<file path="src/rtl/quad_mul_pkg.sv">
package quad_mul_pkg;
  typedef enum logic {ARCH_CHAIN = 1'b0, ARCH_TREE = 1'b1} arch_e;

  function automatic int arch_latency(arch_e arch);
    return (arch == ARCH_TREE) ? 2 : 3;
  endfunction
endpackage

</file>
<file path="src/rtl/qm_mul_stage.sv">
// Registered unsigned multiplier, full-width result.
module qm_mul_stage #(
  parameter int WA = 8,
  parameter int WB = 8,
  localparam int WP = WA + WB
) (
  input  logic          clk_i,
  input  logic          rst_ni,
  input  logic [WA-1:0] x_i,
  input  logic [WB-1:0] y_i,
  output logic [WP-1:0] p_o
);
  logic [WP-1:0] x_ext, y_ext;

  assign x_ext = {{WB{1'b0}}, x_i};
  assign y_ext = {{WA{1'b0}}, y_i};

  always_ff @(posedge clk_i or negedge rst_ni) begin
    if (!rst_ni) p_o <= '0;
    else         p_o <= x_ext * y_ext;
  end
endmodule

</file>
<file path="src/rtl/qm_pipe_reg.sv">
// Fixed-depth delay line used for operand copies and the valid bit.
module qm_pipe_reg #(
  parameter int WIDTH = 8,
  parameter int DEPTH = 1
) (
  input  logic             clk_i,
  input  logic             rst_ni,
  input  logic [WIDTH-1:0] d_i,
  output logic [WIDTH-1:0] q_o
);
  logic [WIDTH-1:0] stg_q [DEPTH];

  for (genvar i = 0; i < DEPTH; i++) begin : g_stg
    if (i == 0) begin : g_head
      always_ff @(posedge clk_i or negedge rst_ni) begin
        if (!rst_ni) stg_q[0] <= '0;
        else         stg_q[0] <= d_i;
      end
    end else begin : g_tail
      always_ff @(posedge clk_i or negedge rst_ni) begin
        if (!rst_ni) stg_q[i] <= '0;
        else         stg_q[i] <= stg_q[i-1];
      end
    end
  end

  assign q_o = stg_q[DEPTH-1];
endmodule

</file>
<file path="src/rtl/quad_mul_pipe.sv">
module quad_mul_pipe
  import quad_mul_pkg::*;
#(
  parameter int    W    = 8,
  parameter arch_e ARCH = ARCH_CHAIN,
  localparam int   PW   = 4 * W
) (
  input  logic          clk_i,
  input  logic          rst_ni,
  input  logic          valid_i,
  input  logic [W-1:0]  data_i,
  input  logic [W-1:0]  a_i,
  input  logic [W-1:0]  b_i,
  input  logic [W-1:0]  c_i,
  output logic          valid_o,
  output logic [PW-1:0] prod_o
);
  localparam int       LAT  = arch_latency(ARCH);
  localparam bit [2:0] LAT3 = 3'(LAT);

  logic [PW-1:0] prod_w;

  if (ARCH == ARCH_CHAIN) begin : g_chain
    logic [2*W-1:0] s1_w;
    logic [3*W-1:0] s2_w;
    logic [W-1:0]   b_cp1, c_cp2;

    // stage 1: data*a, copy b once, c enters its two-deep copy line
    qm_mul_stage #(.WA(W), .WB(W)) u_s1 (
      .clk_i(clk_i), .rst_ni(rst_ni), .x_i(data_i), .y_i(a_i), .p_o(s1_w));
    qm_pipe_reg #(.WIDTH(W), .DEPTH(1)) u_bcp (
      .clk_i(clk_i), .rst_ni(rst_ni), .d_i(b_i), .q_o(b_cp1));
    qm_pipe_reg #(.WIDTH(W), .DEPTH(2)) u_ccp (
      .clk_i(clk_i), .rst_ni(rst_ni), .d_i(c_i), .q_o(c_cp2));
    // stage 2: partial * copied b
    qm_mul_stage #(.WA(2*W), .WB(W)) u_s2 (
      .clk_i(clk_i), .rst_ni(rst_ni), .x_i(s1_w), .y_i(b_cp1), .p_o(s2_w));
    // stage 3: partial * twice-copied c
    qm_mul_stage #(.WA(3*W), .WB(W)) u_s3 (
      .clk_i(clk_i), .rst_ni(rst_ni), .x_i(s2_w), .y_i(c_cp2), .p_o(prod_w));
  end else begin : g_tree
    logic [2*W-1:0] pa_w, pb_w;

    // stage 1: two pair products in parallel
    qm_mul_stage #(.WA(W), .WB(W)) u_pa (
      .clk_i(clk_i), .rst_ni(rst_ni), .x_i(a_i), .y_i(data_i), .p_o(pa_w));
    qm_mul_stage #(.WA(W), .WB(W)) u_pb (
      .clk_i(clk_i), .rst_ni(rst_ni), .x_i(b_i), .y_i(c_i), .p_o(pb_w));
    // stage 2: combine pairs
    qm_mul_stage #(.WA(2*W), .WB(2*W)) u_s2 (
      .clk_i(clk_i), .rst_ni(rst_ni), .x_i(pa_w), .y_i(pb_w), .p_o(prod_w));
  end

  qm_pipe_reg #(.WIDTH(1), .DEPTH(LAT)) u_vld (
    .clk_i(clk_i), .rst_ni(rst_ni), .d_i(valid_i), .q_o(valid_o));

  assign prod_o = prod_w;

  // ---------------- assertions ----------------
  logic [2:0] cyc_q;  // cycles since reset release, saturating
  always_ff @(posedge clk_i or negedge rst_ni) begin
    if (!rst_ni)              cyc_q <= '0;
    else if (cyc_q != 3'd7)   cyc_q <= cyc_q + 3'd1;
  end

  function automatic logic [PW-1:0] ref_prod(logic [W-1:0] d, logic [W-1:0] a,
                                             logic [W-1:0] b, logic [W-1:0] c);
    logic [PW-1:0] r;
    r = PW'(d) * PW'(a);
    r = r * PW'(b);
    r = r * PW'(c);
    return r;
  endfunction


  reset_clear_chk: assert property (@(posedge clk_i) disable iff (!rst_ni)
    (cyc_q == 3'd0) |-> (!valid_o && prod_o == '0));


  valid_align_chk: assert property (@(posedge clk_i) disable iff (!rst_ni)
    (cyc_q >= LAT3) |-> (valid_o == $past(valid_i, LAT)));


  prod_ref_chk: assert property (@(posedge clk_i) disable iff (!rst_ni)
    (cyc_q >= LAT3) |-> (prod_o == $past(ref_prod(data_i, a_i, b_i, c_i), LAT)));


  zero_operand_chk: assert property (@(posedge clk_i) disable iff (!rst_ni)
    ((cyc_q >= LAT3) && ($past(data_i, LAT) == '0 || $past(c_i, LAT) == '0))
      |-> (prod_o == '0));

  if (ARCH == ARCH_CHAIN) begin : g_chain_chk

    b_copy_align_chk: assert property (@(posedge clk_i) disable iff (!rst_ni)
      (cyc_q >= 3'd1) |-> (g_chain.b_cp1 == $past(b_i)));

    c_copy_align_chk: assert property (@(posedge clk_i) disable iff (!rst_ni)
      (cyc_q >= 3'd2) |-> (g_chain.c_cp2 == $past(c_i, 2)));
  end
endmodule

</file>
<file path="config.mk">
export PLATFORM = sky130hd
export DESIGN_NAME = quad_mul_pipe
export DESIGN_NICKNAME = d
export VERILOG_FILES = /design/src/rtl/quad_mul_pkg.sv /design/src/rtl/qm_mul_stage.sv /design/src/rtl/qm_pipe_reg.sv /design/src/rtl/quad_mul_pipe.sv
export SDC_FILE = /design/constraint.sdc
export NUM_CORES = 1
export LEC_CHECK = 0
export BUFFER_PORTS_ARGS = -buffer_cell sky130_fd_sc_hd__buf_2
export CAP_MARGIN = 10
export CORE_MARGIN = 3
export CORE_UTILIZATION = 35
export CTS_BUF_LIST = sky130_fd_sc_hd__clkbuf_8
export DETAILED_ROUTE_END_ITERATION = 10
export GPL_TIMING_DRIVEN = 1
export SYNTH_ARGS = -nofsm -noshare
export SYNTH_HDL_FRONTEND = slang
export SYNTH_SLANG_ARGS = --single-unit
</file>
<file path="constraint.sdc">
create_clock -name clk_i -period 6.2 [get_ports clk_i]
set_clock_uncertainty 0.05 [all_clocks]
set_input_delay 0.62 -clock clk_i [delete_from_list [all_inputs] [get_ports clk_i]]
set_output_delay 0.62 -clock clk_i [all_outputs]
set_load 0.02 [all_outputs]
</file>
==> impl_metrics.env <==
export IMPL_outcome="complete, no violations"
export IMPL_antenna_found_initial=1
export IMPL_synth_distinct_cells=59
export IMPL_cts_tree="yes"
export IMPL_clock_root_buffer="clkbuf_8"
export IMPL_hold_path_class="in -> async"
export IMPL_drc=0
export IMPL_htree_levels=3
export IMPL_dr_pass1_iters=4
export IMPL_first_iter_violations=370
export IMPL_cp_max_fo=24
export IMPL_synth_seq_area_share_pct=17.1
export IMPL_start_util_pct=36.0
export IMPL_dp_hpwl_mm=23.7
export IMPL_numPortBuffers=67
export IMPL_drv_slew=0
export IMPL_num_fill_cells=4003
export IMPL_diodes=0
export IMPL_criticalPathCategory="reg -> reg"
export IMPL_drive_gt1_share_pct=6.58
export IMPL_grt_ovfl_total=0
export IMPL_hold_violations=0
export IMPL_syn_inst=1483
export IMPL_syn_mean_instance_area_um2=9.77
export IMPL_grt_use_met1_pct=19.1
export IMPL_crit_path_end_kind="flip-flop"
export IMPL_die_w_um=209
export IMPL_grt_use_met2_pct=22.7
export IMPL_syn_cell_area_um2=14500
export IMPL_cts_setup_buffers=0
export IMPL_final_nets=1950
export IMPL_rows=73
export IMPL_synth_edf_count=0
export IMPL_cp_start_kind="flip-flop"
export IMPL_wirelength_mm=28.4
export IMPL_synth_area_top_cells="fa_1 (35%), dfrtp_1 (17%), and2_1 (12%)"
export IMPL_setup_viol=0
export IMPL_cts_hold_buffers_added=0
export IMPL_async_flop_share_pct=100
export IMPL_period_minus_slack_ns=5.38
export IMPL_worst_slew_pin_slew_ns=0.737
export IMPL_grt_busiest_layer="met2"
export IMPL_die_area_um2=43900
export IMPL_synth_seq_cells=99
export IMPL_cts_buffers_inserted=9
export IMPL_avgRoutedWirePerCell_um=13.8
export IMPL_grt_max_degree=56
export IMPL_die_h_um=209
export IMPL_slew_headroom_pct=50.9
export IMPL_fin_setup_tns_ns=0
export IMPL_grt_setup_unrepaired="no"
export IMPL_grt_use_met3_pct=1.49
export IMPL_synth_main_ff_cell="dfrtp_1"
export IMPL_crit_required_ns=6.42
export IMPL_period_share_pct=86.8
export IMPL_max_cap_violations=0
export IMPL_vias=9546
export IMPL_synth_top_area_cell="fa_1"
export IMPL_postRouteAntennaNets=0
export IMPL_grtUsageTotal_pct=13.6
export IMPL_first_global_vias=10300
export IMPL_clkTransAtPathRegs_ns=0.13
export IMPL_grt_pass1_wl_mm=50.3
export IMPL_synth_top_area_share_pct=34.8
export IMPL_ioPinCount=68
export IMPL_areaGrowthSynthToFinish_pct=7.54
export IMPL_yosys_warnings=0
export IMPL_gp_congestion=0.844
export IMPL_core_area_um2=40300
export IMPL_cts_sinks=99
export IMPL_fmax_mhz=186
export IMPL_cts_resized_gates=0
export IMPL_cp_arrival_ns=5.61
export IMPL_vias_per_cell=4.63
export IMPL_clockBufferDepth=2
export IMPL_syn_num_nets=1902
export IMPL_clk_latency_ns=0.41
==> logic make-up (layout without fill, tap and decap cells) <==
| group | count (synthesis) | count (layout) | synth area share, % |
|---|---|---|---|
| buf+inv | 298 | 351 | 7.73 |
| fa+ha+maj | 384 | 384 | 46.2 |
| xor+xnor | 50 | 50 | 3.02 |
| simple gates | 515 | 515 | 19.2 |
| compound gates | 137 | 137 | 6.68 |
| flops | 99 | 99 | 17.1 |
==> worst paths after layout <==
check                           cells past startpoint                                end  slack (ns)                            from
worst min-delay path                                1     g_chain.u_s3.p_o[23]$_DFF_PN0_        0.21                          rst_ni
worst max register to register                     17     g_chain.u_s3.p_o[31]$_DFF_PN0_        0.82  g_chain.u_ccp.q_o[2]$_DFF_PN0_
max in group asynchronous                           2     g_chain.u_ccp.q_o[7]$_DFF_PN0_        4.84                          rst_ni
min in group clk_i                                  1  g_chain.u_ccp.stg_q[10]$_DFF_PN0_        0.25                          c_i[2]
worst min register to register                      0           u_vld.stg_q[1]$_DFF_PN0_        0.31        u_vld.stg_q[2]$_DFF_PN0_
worst max-delay path                               17     g_chain.u_s3.p_o[31]$_DFF_PN0_        0.82  g_chain.u_ccp.q_o[2]$_DFF_PN0_
==> synth_stat cells (7+ instances only) <==
library cell  count
a21o_1           17
a21oi_1          39
a31oi_1           7
and2_1          268
and3_1           10
clkbuf_1         29
dfrtp_1          99
fa_1            252
ha_1            132
inv_1           267
nand2_1         146
nand3_1          14
nor2_1           24
nor2b_1           8
nor3_1           15
o21ai_0          23
or3_1             7
xnor2_1          35
xor2_1           15
==> flip-flops by register name, summed over array words and instances, names as in the netlist <==
signal	count
g_chain.u_s2.p_o	24
g_chain.u_bcp.q_o	8
g_chain.u_ccp.stg_q	8
u_vld.stg_q	2
u_vld.q_o	1
g_chain.u_s3.p_o	32
g_chain.u_ccp.q_o	8
g_chain.u_s1.p_o	16
==> cell usage in the layout, fill, tap and decap left out, types with 3 or more instances in the layout <==
| cell | netlist | layout |
|---|---|---|
| ha_1 | 132 | 132 |
| a21oi_1 | 39 | 39 |
| a21o_1 | 17 | 17 |
| clkbuf_8 | 0 | 9 |
| xnor2_1 | 35 | 35 |
| nor2b_1 | 8 | 8 |
| a31oi_2 | 3 | 3 |
| a31oi_1 | 7 | 7 |
| dfrtp_1 | 99 | 99 |
| o21a_1 | 5 | 5 |
| buf_2 | 1 | 66 |
| nand2b_1 | 6 | 6 |
| nand4_1 | 5 | 5 |
| o31a_1 | 3 | 3 |
| and3_1 | 10 | 10 |
| o211ai_1 | 6 | 6 |
| o21bai_1 | 3 | 3 |
| or3_1 | 7 | 7 |
| nor2_1 | 24 | 24 |
| inv_1 | 267 | 267 |
| xor2_1 | 15 | 15 |
| inv_8 | 0 | 3 |
| a2111oi_0 | 3 | 3 |
| o21ai_0 | 23 | 23 |
| fa_1 | 252 | 252 |
| a211oi_1 | 4 | 4 |
| and2_1 | 268 | 268 |
| nor3_1 | 15 | 15 |
| nand3_1 | 14 | 14 |
| nand2_1 | 146 | 146 |
==> metal layers <==
layer | up-vias | routed length (um)
met5 | - | 13
met4 | 2 | 345
met3 | 28 | 750
met2 | 132 | 13500
met1 | 4715 | 13800
li1 | 4669 | -
==> layout make-up <==
type / instances / area, um2 / share of cell area, %
inverter: 267 / 1000 / 6.43
clock inverter: 7 / 83.8 / 0.538
tap: 525 / 657 / 4.22
sequential: 99 / 2480 / 15.9
timing repair buffer: 68 / 345 / 2.22
multi-input combinational: 1086 / 10900 / 69.9
clock buffer: 9 / 124 / 0.795
==> worst max-delay path: stages (launching register included) <==
cell,delay [ns]
dfrtp_1,0.76
nand2_1,0.17
fa_1,0.53
fa_1,0.55
inv_1,0.05
fa_1,0.47
inv_1,0.05
fa_1,0.47
inv_1,0.04
ha_1,0.36
a21oi_2,0.21
nor3b_2,0.26
a21o_1,0.23
nand3_1,0.13
a31oi_2,0.29
o211ai_1,0.16
a2111oi_0,0.39
nor3b_1,0.09
==> through the flow <==
stage	instance area, um2	setup WS, ns	cells	hold slack, ns	utilization [%]
final	15600	0.816	2061	0.206	38.7
after CTS	15600	0.805	2061	0.217	38.7
after global placement	15400	0.921	2045	0.283	38.2
after global routing	15600	0.427	2061	0.207	38.7
after floorplan	14500	1.50	1483	0.274	-
after detailed placement	15400	0.855	2045	0.285	38.2
Power is left out: the tool's default activity adds up to more than one toggle a clock period on the data nets, which glitch-free logic cannot reach.
